`src/rtl/vcp_pkg.sv`:
```
// Shared types for the control-port decoder.
// Assumes a fixed 16-bit control word layout; the widths are package constants.
package vcp_pkg;
    localparam int WORD_W = 16;
    localparam int ADDR_W = 16;
    localparam int CODE_W = 6;
    localparam int IDX_W  = 5;
    localparam int VAL_W  = 8;
    localparam int LO_A_W = 14;              // address bits carried by word 1
    localparam int LO_C_W = 2;               // code bits carried by word 1
    localparam int HI_A_W = ADDR_W - LO_A_W; // address bits carried by word 2
    localparam int HI_C_W = CODE_W - LO_C_W; // code bits carried by word 2
    localparam int STAT_W = 10;

    typedef enum logic [1:0] {
        CMD_NONE  = 2'd0,
        CMD_REG   = 2'd1,
        CMD_ADDR1 = 2'd2,
        CMD_ADDR2 = 2'd3
    } cmd_kind_e;

    typedef struct packed {
        cmd_kind_e           kind;
        logic [IDX_W-1:0]    idx;
        logic [VAL_W-1:0]    val;
        logic [LO_A_W-1:0]   a_lo;
        logic [LO_C_W-1:0]   c_lo;
        logic [HI_A_W-1:0]   a_hi;
        logic [HI_C_W-1:0]   c_hi;
        logic                dma;
    } cmd_t;
endpackage

```
`src/rtl/vcp_cmd_decode.sv`:
```
// Classifies one control write and splits it into its fields.
// Assumes the pending flag reflects state before this write; purely combinational.
module vcp_cmd_decode
    import vcp_pkg::*;
(
    input  logic              wr,
    input  logic [WORD_W-1:0] word,
    input  logic              pending,
    output cmd_t              cmd
);
    logic unused_word_bits;

    // Spare bits of the word that no field carries.
    assign unused_word_bits = ^{word[13], word[3:2]};

    // Pick the command kind and slice every field from the word.
    always_comb begin
        cmd.idx  = word[8 +: IDX_W];
        cmd.val  = word[VAL_W-1:0];
        cmd.a_lo = word[LO_A_W-1:0];
        cmd.c_lo = word[WORD_W-1 -: LO_C_W];
        cmd.a_hi = word[HI_A_W-1:0];
        cmd.c_hi = word[4 +: HI_C_W];
        cmd.dma  = word[7];
        if (!wr)
            cmd.kind = CMD_NONE;
        else if (pending)
            cmd.kind = CMD_ADDR2;
        else if (word[15:14] == 2'b10)
            cmd.kind = CMD_REG;
        else
            cmd.kind = CMD_ADDR1;
    end
endmodule

```
`src/rtl/vcp_addr_latch.sv`:
```
// Holds the pending flag, address, access code, register strobe and DMA pulse.
// Assumes the cmd input comes from vcp_cmd_decode in the same cycle.
module vcp_addr_latch
    import vcp_pkg::*;
(
    input  logic              clk,
    input  logic              rst_n,
    input  cmd_t              cmd,
    input  logic              clr_pend,
    output logic              pending,
    output logic [ADDR_W-1:0] addr,
    output logic [CODE_W-1:0] code,
    output logic              reg_we,
    output logic [IDX_W-1:0]  reg_idx,
    output logic [VAL_W-1:0]  reg_val,
    output logic              dma_req
);
    // Pending flag: set by word 1, cleared by word 2 or a port access.
    always_ff @(posedge clk) begin
        if (!rst_n)
            pending <= 1'b0;
        else if (cmd.kind == CMD_ADDR1)
            pending <= 1'b1;
        else if (cmd.kind == CMD_ADDR2)
            pending <= 1'b0;
        else if (cmd.kind == CMD_NONE && clr_pend)
            pending <= 1'b0;
    end

    // Address and code: each half is loaded by its own word.
    always_ff @(posedge clk) begin
        if (!rst_n) begin
            addr <= '0;
            code <= '0;
        end else if (cmd.kind == CMD_ADDR1) begin
            addr[LO_A_W-1:0] <= cmd.a_lo;
            code[LO_C_W-1:0] <= cmd.c_lo;
        end else if (cmd.kind == CMD_ADDR2) begin
            addr[ADDR_W-1:LO_A_W] <= cmd.a_hi;
            code[CODE_W-1:LO_C_W] <= cmd.c_hi;
        end
    end

    // Register-set strobe with index and value held between commands.
    always_ff @(posedge clk) begin
        if (!rst_n) begin
            reg_we  <= 1'b0;
            reg_idx <= '0;
            reg_val <= '0;
        end else begin
            reg_we <= (cmd.kind == CMD_REG);
            if (cmd.kind == CMD_REG) begin
                reg_idx <= cmd.idx;
                reg_val <= cmd.val;
            end
        end
    end

    // DMA request pulse on a second word with code bit 5 set.
    always_ff @(posedge clk) begin
        if (!rst_n)
            dma_req <= 1'b0;
        else
            dma_req <= (cmd.kind == CMD_ADDR2) && cmd.dma;
    end

    assert_word1_sets_pending_R4: assert property (@(posedge clk) disable iff (!rst_n)
        (cmd.kind == CMD_ADDR1) |=> pending);

    assert_reg_keeps_addr_R3: assert property (@(posedge clk) disable iff (!rst_n)
        (cmd.kind == CMD_REG) |=> ($stable(addr) && $stable(code) && $stable(pending)));

    assert_access_clears_pending_R7: assert property (@(posedge clk) disable iff (!rst_n)
        (cmd.kind == CMD_NONE && clr_pend) |=> (!pending && $stable(addr) && $stable(code)));

    assert_no_reg_while_pending_R6: assert property (@(posedge clk) disable iff (!rst_n)
        pending |=> !reg_we);

    assert_dma_pulse_R8: assert property (@(posedge clk) disable iff (!rst_n)
        dma_req |=> !dma_req);
endmodule

```
`src/rtl/vcp_status_pack.sv`:
```
// Packs the ten status inputs into the 16-bit status word.
// Assumes the inputs are already synchronous to the host read; combinational.
module vcp_status_pack
    import vcp_pkg::*;
(
    input  logic [STAT_W-1:0] flags,
    output logic [WORD_W-1:0] word
);
    // Zero-extend the flag vector into the upper bits.
    always_comb begin
        word = '0;
        word[STAT_W-1:0] = flags;
    end
endmodule

```
`src/rtl/vcp_control_port.sv`:
```
// Control-port decoder: register commands, two-word address setup, status read.
// Assumes one strobe cycle per host access; outputs other than status are registered.
module vcp_control_port
    import vcp_pkg::*;
(
    input  logic        clk,
    input  logic        rst_n,
    input  logic        ctl_wr,
    input  logic [15:0] ctl_wdata,
    input  logic        stat_rd,
    input  logic        data_acc,
    input  logic        st_fifo_empty,
    input  logic        st_fifo_full,
    input  logic        st_vint,
    input  logic        st_spr_ovf,
    input  logic        st_spr_coll,
    input  logic        st_odd,
    input  logic        st_vblank,
    input  logic        st_hblank,
    input  logic        st_dma_busy,
    input  logic        st_pal,
    output logic [15:0] stat_rdata,
    output logic        reg_we,
    output logic [4:0]  reg_idx,
    output logic [7:0]  reg_val,
    output logic [15:0] mem_addr,
    output logic [5:0]  acc_code,
    output logic        dma_req,
    output logic [1:0]  dma_mode,
    output logic        word2_pend
);
    cmd_t cmd;
    logic [STAT_W-1:0] flags;

    vcp_cmd_decode u_dec (
        .wr      (ctl_wr),
        .word    (ctl_wdata),
        .pending (word2_pend),
        .cmd     (cmd)
    );

    vcp_addr_latch u_lat (
        .clk      (clk),
        .rst_n    (rst_n),
        .cmd      (cmd),
        .clr_pend (stat_rd | data_acc),
        .pending  (word2_pend),
        .addr     (mem_addr),
        .code     (acc_code),
        .reg_we   (reg_we),
        .reg_idx  (reg_idx),
        .reg_val  (reg_val),
        .dma_req  (dma_req)
    );

    assign flags = {st_fifo_empty, st_fifo_full, st_vint, st_spr_ovf, st_spr_coll,
                    st_odd, st_vblank, st_hblank, st_dma_busy, st_pal};

    vcp_status_pack u_st (
        .flags (flags),
        .word  (stat_rdata)
    );

    assign dma_mode = acc_code[CODE_W-1 -: 2];

    assert_dma_from_word2_R8: assert property (@(posedge clk) disable iff (!rst_n)
        dma_req |-> ($past(ctl_wr) && $past(word2_pend) && $past(ctl_wdata[7])));

    assert_reg_from_pattern_R2: assert property (@(posedge clk) disable iff (!rst_n)
        reg_we |-> ($past(ctl_wr) && !$past(word2_pend) && ($past(ctl_wdata[15:14]) == 2'b10)));

    assert_write_wins_R10: assert property (@(posedge clk) disable iff (!rst_n)
        (ctl_wr && !word2_pend && ctl_wdata[15:14] != 2'b10) |=> word2_pend);
endmodule

```
`config.mk`:
```
export PLATFORM = sky130hd
export DESIGN_NAME = vcp_control_port
export DESIGN_NICKNAME = d
export VERILOG_FILES = /design/src/rtl/vcp_pkg.sv /design/src/rtl/vcp_cmd_decode.sv /design/src/rtl/vcp_addr_latch.sv /design/src/rtl/vcp_status_pack.sv /design/src/rtl/vcp_control_port.sv
export SDC_FILE = /design/constraint.sdc
export NUM_CORES = 1
export LEC_CHECK = 0
export ABC_CLOCK_PERIOD_IN_PS = 2200
export BUFFER_PORTS_ARGS = -buffer_cell sky130_fd_sc_hd__buf_4
export CAP_MARGIN = 10
export CORE_MARGIN = 2
export CORE_UTILIZATION = 40
export CTS_CLUSTER_DIAMETER = 30
export DETAILED_ROUTE_END_ITERATION = 10
export PLACE_DENSITY_LB_ADDON = 0.12
export SKIP_LAST_GASP = 1
export SLEW_MARGIN = 15
export SYNTH_ARGS = -nofsm -noshare
export SYNTH_HDL_FRONTEND = slang
export SYNTH_SLANG_ARGS = --single-unit
```
`constraint.sdc`:
```
create_clock -name clk -period 2.2 [get_ports clk]
set_input_delay 0.44 -clock clk [delete_from_list [all_inputs] [get_ports clk]]
set_output_delay 0.44 -clock clk [all_outputs]
set_load 0.01 [all_outputs]
```
# Word-level counts from Yosys, hierarchy flattened
# Cells that the tools add are included.
[totals]
reg_bits = 38
latchBits = 0
ram_bits = 0
rom_bits = 0
inputBits = 31
output_inout_bits = 56
elab_cells = 26
n_memories = 0
[op_classes]
add_sub_neg = 0
n_mul = 0
div = 0
magnitude_cmp = 0
n_eq_ne = 4
shift = 0
muxes = 6
bitwise_logic = 2
n_reduce_logical = 5
[op_table]
columns = ["op", "n"]
rows = [
  ["$eq 2x2->1 const B", 3],
  ["$mux 2", 3],
  ["$mux 1", 3],
  ["$reduce_bool 3->1", 1],
  ["$eq 2x1->1 const B", 1],
  ["$logic_and 1x1->1", 2],
  ["$logic_not 2->1", 1],
  ["$reduce_and 2->1", 1],
  ["$not 1->1", 1],
  ["$or 1x1->1", 1],
]

# Logic depth before layout (Yosys ltp)
[logic_depth]
word_depth = 9
mapped_depth = 5
ltp_nobuf = 3

# Hierarchy
# Synthesis repeated with hierarchy kept, for this count alone.
[hier_totals]
cells_unflattened = 227
area_unflattened_um2 = 1906.8
[modules_own_cells]
columns = ["mod", "instances", "cells_each", "area_each_um2", "seq_area_each_um2"]
rows = [
  ["vcp_addr_latch", 1, 167, 1455.1, 760.7],
  ["vcp_cmd_decode", 1, 40, 306.5, 0.0],
  ["vcp_status_pack", 1, 17, 123.9, 0.0],
  ["vcp_control_port", 1, 3, 21.3, 0.0],
]

# Worst setup path before layout
# No wires, ideal clock.
[synth_path]
path_kind = "input to register"
from = "input port ctl_wr"
to = "register u_lat.addr[10]"
setup_time_ps = 72
arrival_ps = 1203
t_required_ps = 2128
path_slack_ps = 925
cell_stages = 5
path_buffers = 2
path_cell_list = "clkbuf_8 nand2b_4 a21oi_4 buf_12 mux2i_1"
[synth_via]
elab_chain_cells = 2
[synth_lines]
columns = ["element", "line", "source"]
rows = [
  ["start, declared", "vcp_control_port.sv:8", "input logic ctl_wr,"],
  ["$mux 2", "vcp_cmd_decode.sv:25", "if (!wr)"],
  ["$eq 2x2->1", "vcp_addr_latch.sv:35", "end else if (cmd.kind == CMD_ADDR1) begin"],
  ["end signal, assigned by index", "vcp_addr_latch.sv:36", "addr[LO_A_W-1:0] <= cmd.a_lo;"],
  ["end signal, assigned by index", "vcp_addr_latch.sv:39", "addr[ADDR_W-1:LO_A_W] <= cmd.a_hi;"],
  ["end, declared", "vcp_addr_latch.sv:11", "output logic [ADDR_W-1:0] addr,"],
]
# No other way between the ends.
# A chain may end at the register's enable or synchronous reset.

# Worst setup path after layout
[layout_path]
from = "register u_lat.pending"
to = "register u_lat.addr[5]"
[layout_via]
elab_chain_cells = 3
[layout_lines]
columns = ["element", "line", "source"]
rows = [
  ["start, declared", "vcp_addr_latch.sv:10", "output logic pending,"],
  ["start signal, assigned", "vcp_addr_latch.sv:21", "pending <= 1'b0;"],
  ["start signal, assigned", "vcp_addr_latch.sv:23", "pending <= 1'b1;"],
  ["start signal, assigned", "vcp_addr_latch.sv:25", "pending <= 1'b0;"],
  ["$mux 2", "vcp_cmd_decode.sv:27", "else if (pending)"],
  ["$mux 2", "vcp_cmd_decode.sv:25", ""],
  ["$eq 2x2->1", "vcp_addr_latch.sv:35", ""],
]
# No other way between the ends.

==> impl_metrics.yaml <==
synth:
  async_reset_ff_share_pct: 0
  post_synth_instance_area_um2: 1550
  post_synth_edffs: 0
  synth_cell_types: 21
  postSynthRegisterBits: 38
  ys.warnings.count: 0
  post_synth.cell_area_avg_um2: 9.07
  synth-seq-area-share_pct: 49.1
  dominantRegCellSynth: "sky130_fd_sc_hd__dfxtp_1"
  synthesized_instance_count: 171
clock_network:
  hold_buffers: 0
  htreeDepth: 2
  clkLatencyLatePin_ps: 280
  post_cts.resized_instances: 0
  cts.sink_count: 38
  clock_tree.buffer_depth: 2
  postCtsSetupBuffers: 0
  cts_tree: "built"
  clock_tree.root_cell: "sky130_fd_sc_hd__clkbuf_8"
  cts-buffers-inserted: 5
  clk_pin_slew_worst_paths_ps: 70
power_and_ir_drop:
  power.ir.vdd_worst_mv: 0.380
  netsw_w: 0.000340
  p_clk_share_pct: 34.0
  p_leak_nw: 0.881
  seq_power_share_pct: 52.7
  design_internal_power_w: 0.00106
  power_frac_comb_pct: 13.3
  pwr_density_cell_nw_per_um2: 715
  switching_share_pct: 24.2
worst_setup_path:
  cp_cell_sequence: "nand2b_4, a21oi_4, mux2i_1"
  max_stage_delay_ps: 500
  worst_flop_to_flop_path_startpoint: "u_lat.pending"
  arrival_ps: 1660
  critical_path_endpoint: "u_lat.addr[5]"
  worst_setup_path_startpoint: "u_lat.pending"
  endpoint_kind: "flip-flop"
  worstPathBufferInverterCount: 0
  reg2reg_slack_ps: 750
  cp_top_family: "compound AO/OA/AOI/OAI gates"
  start_kind: "flip-flop"
  crit_path_top_delay_cell: "sky130_fd_sc_hd__a21oi_4"
  cp.depth: 3
  worst-r2r-cell-count: 3
  critPathKind: "flip-flop to flip-flop"
  reg2reg_to: "u_lat.addr[5]"
  crit_fanout: 15
  cp_data_required_time_ps: 2410
detailed_routing:
  drt-initial-drc-count: 61
  total_wire_length_um: 3260
  detailroute.via_count: 1247
  routed_wire_length_per_instance_um: 12.4
  drt.antenna.violating_nets: 0
  drt_drc_violations_left: 0
  dr.pass1.iters: 4
  vias_per_cell: 4.72
grt:
  initial_antenna_violation_count: 0
  grt_start_max_net_pins: 45
  first_global_vias: 1133
  grt_pass1_wl_um: 5260
  grtUsageTotal_pct: 15.9
  overflow: 0
finish:
  antenna_cells: 0
  final_cells: 264
  fillerInstances: 351
  layout-area-overhead-vs-synth_pct: 26.6
  post_route_cells_drive_above_1_share_pct: 32.9
  fin_nets: 246
  final_core_util_pct: 53.2
run_status:
  status: "finished clean"
flow_run:
  drv_cap: 0
floorplanning:
  boundaryPins: 87
  core_um2: 3690
  die-area_um2: 4390
  die_width_um: 66.3
  initial_core_util_pct: 42.0
  placement_rows: 22
  die_y_um: 66.3
sta:
  setup_viol_count_final: 0
  totalNegativeSetupSlack_ps: 0
  timing.slew.headroom_pct: 57.6
  rsz0062_at_grt: "false"
  clock-skew-final_ps: 3.98
  finalHoldViolations: 0
  timing_max_transition_violations_final: 0
  period_needed_ps: 1450
  maxClockFrequency_mhz: 690
  finalCritPeriodShare_pct: 65.9
  worst_slew_pin_slew_ps: 635
hold_path:
  whs_path_depth: 3
  hold_class: "primary input to flip-flop"
placed_design:
  routabilityCongestion: 0.768
  place.detailed.instances: 256
  post-dp-hpwl_um: 2340
  placement.io_buffers: 60
placed cells by master (no fill, tap or decap), types with 2 or more instances in the layout:
master,synthesis,layout
sky130_fd_sc_hd__buf_4,18,61
sky130_fd_sc_hd__dfxtp_1,38,38
sky130_fd_sc_hd__nand2_1,36,36
sky130_fd_sc_hd__nand3_1,19,19
sky130_fd_sc_hd__o21ai_0,15,15
sky130_fd_sc_hd__mux2i_1,14,14
sky130_fd_sc_hd__a21oi_1,8,8
sky130_fd_sc_hd__conb_1,1,6
sky130_fd_sc_hd__clkbuf_8,1,6
sky130_fd_sc_hd__nor2_1,3,3
sky130_fd_sc_hd__inv_1,2,2
worst reg2reg max path, delay by kind of cell (launching register included):
family	cells	cell delay (ps)
AO/OA/AOI/OAI	1	500
flip-flops	1	420
multiplexers	1	260
AND/OR/NAND/NOR	1	210
cells by family after synthesis:
kind of cell	after synthesis	synth area share, %
compound gates	25	8.96
buf+inv	31	14.4
flops	38	49.1
mux	14	9.04
other cells	1	0.242
simple gates	62	18.3
final cells by class:
cell class	count	area (um^2)	share of cell area, %
sequential	38	761	38.8
multi-input combinational	107	586	29.8
timing repair buffer	61	458	23.3
clock buffer	7	86.3	4.40
tap	48	60.1	3.06
inverter	2	7.51	0.382
clock inverter	1	5.00	0.255
worst min-delay path by stage:
| stage | start | to | slack, ps |
|---|---|---|---|
| 2_1_floorplan | u_lat.addr[0] | u_lat.addr[0] | 480 |
| 3_3_place_gp | u_lat.addr[13] | u_lat.addr[13] | 450 |
| 3_5_place_dp | u_lat.addr[0] | u_lat.addr[0] | 450 |
| 4_1_cts | ctl_wdata[13] | u_lat.addr[13] | 400 |
| 5_1_grt | ctl_wdata[10] | u_lat.addr[10] | 420 |
| 6_report | ctl_wdata[13] | u_lat.addr[13] | 410 |
synthesized netlist by cell type (2+ instances only):
library cell               instances  share of area, %
sky130_fd_sc_hd__a21oi_1           8               2.6
sky130_fd_sc_hd__nor2_1            3              0.73
sky130_fd_sc_hd__nand3_1          19               6.1
sky130_fd_sc_hd__inv_1             2              0.48
sky130_fd_sc_hd__o21ai_0          15               4.8
sky130_fd_sc_hd__nand2_1          36               8.7
sky130_fd_sc_hd__buf_4            18               8.7
sky130_fd_sc_hd__dfxtp_1          38                49
sky130_fd_sc_hd__buf_2             4               1.3
sky130_fd_sc_hd__mux2i_1          14               9.0
sky130_fd_sc_hd__clkbuf_1          4              0.97
power by group through the flow:
stage	sequential (W)	combinational (W)	clock [W]
after detailed placement	0.000755	0.000188	0
final	0.000740	0.000186	0.000478
after CTS	0.000740	0.000188	0.000496
after floorplan	0.000766	0.000119	0
after global placement	0.000754	0.000184	0
after global routing	0.000743	0.000204	0.000530
registers in the layout, summed over array words and instances, names as in the netlist:
| signal | count |
|---|---|
| u_lat.reg_idx | 5 |
| u_lat.pending | 1 |
| u_lat.reg_we | 1 |
| u_lat.dma_req | 1 |
| u_lat.code | 6 |
| u_lat.addr | 16 |
| u_lat.reg_val | 8 |
layer usage:
metal  vias up  GRT usage [%]  routed length, um
met4         0           6.63                 28
met3         5           6.81                290
met1       569           19.5               1430
li1        630              -                  -
met2        43           24.4               1510
met5         -              0                  0
per-stage QoR:
step	hold slack, ps	worst slack, ps	area (um^2)	power (W)
6_report	415	750	1960	0.00140
5_1_grt	420	621	1960	0.00148
4_1_cts	404	729	1960	0.00142
3_5_place_dp	448	662	1870	0.000942
3_3_place_gp	445	714	1870	0.000939
2_1_floorplan	479	925	1570	0.000885
No activity file was read; power rests on OpenSTA's default activity.
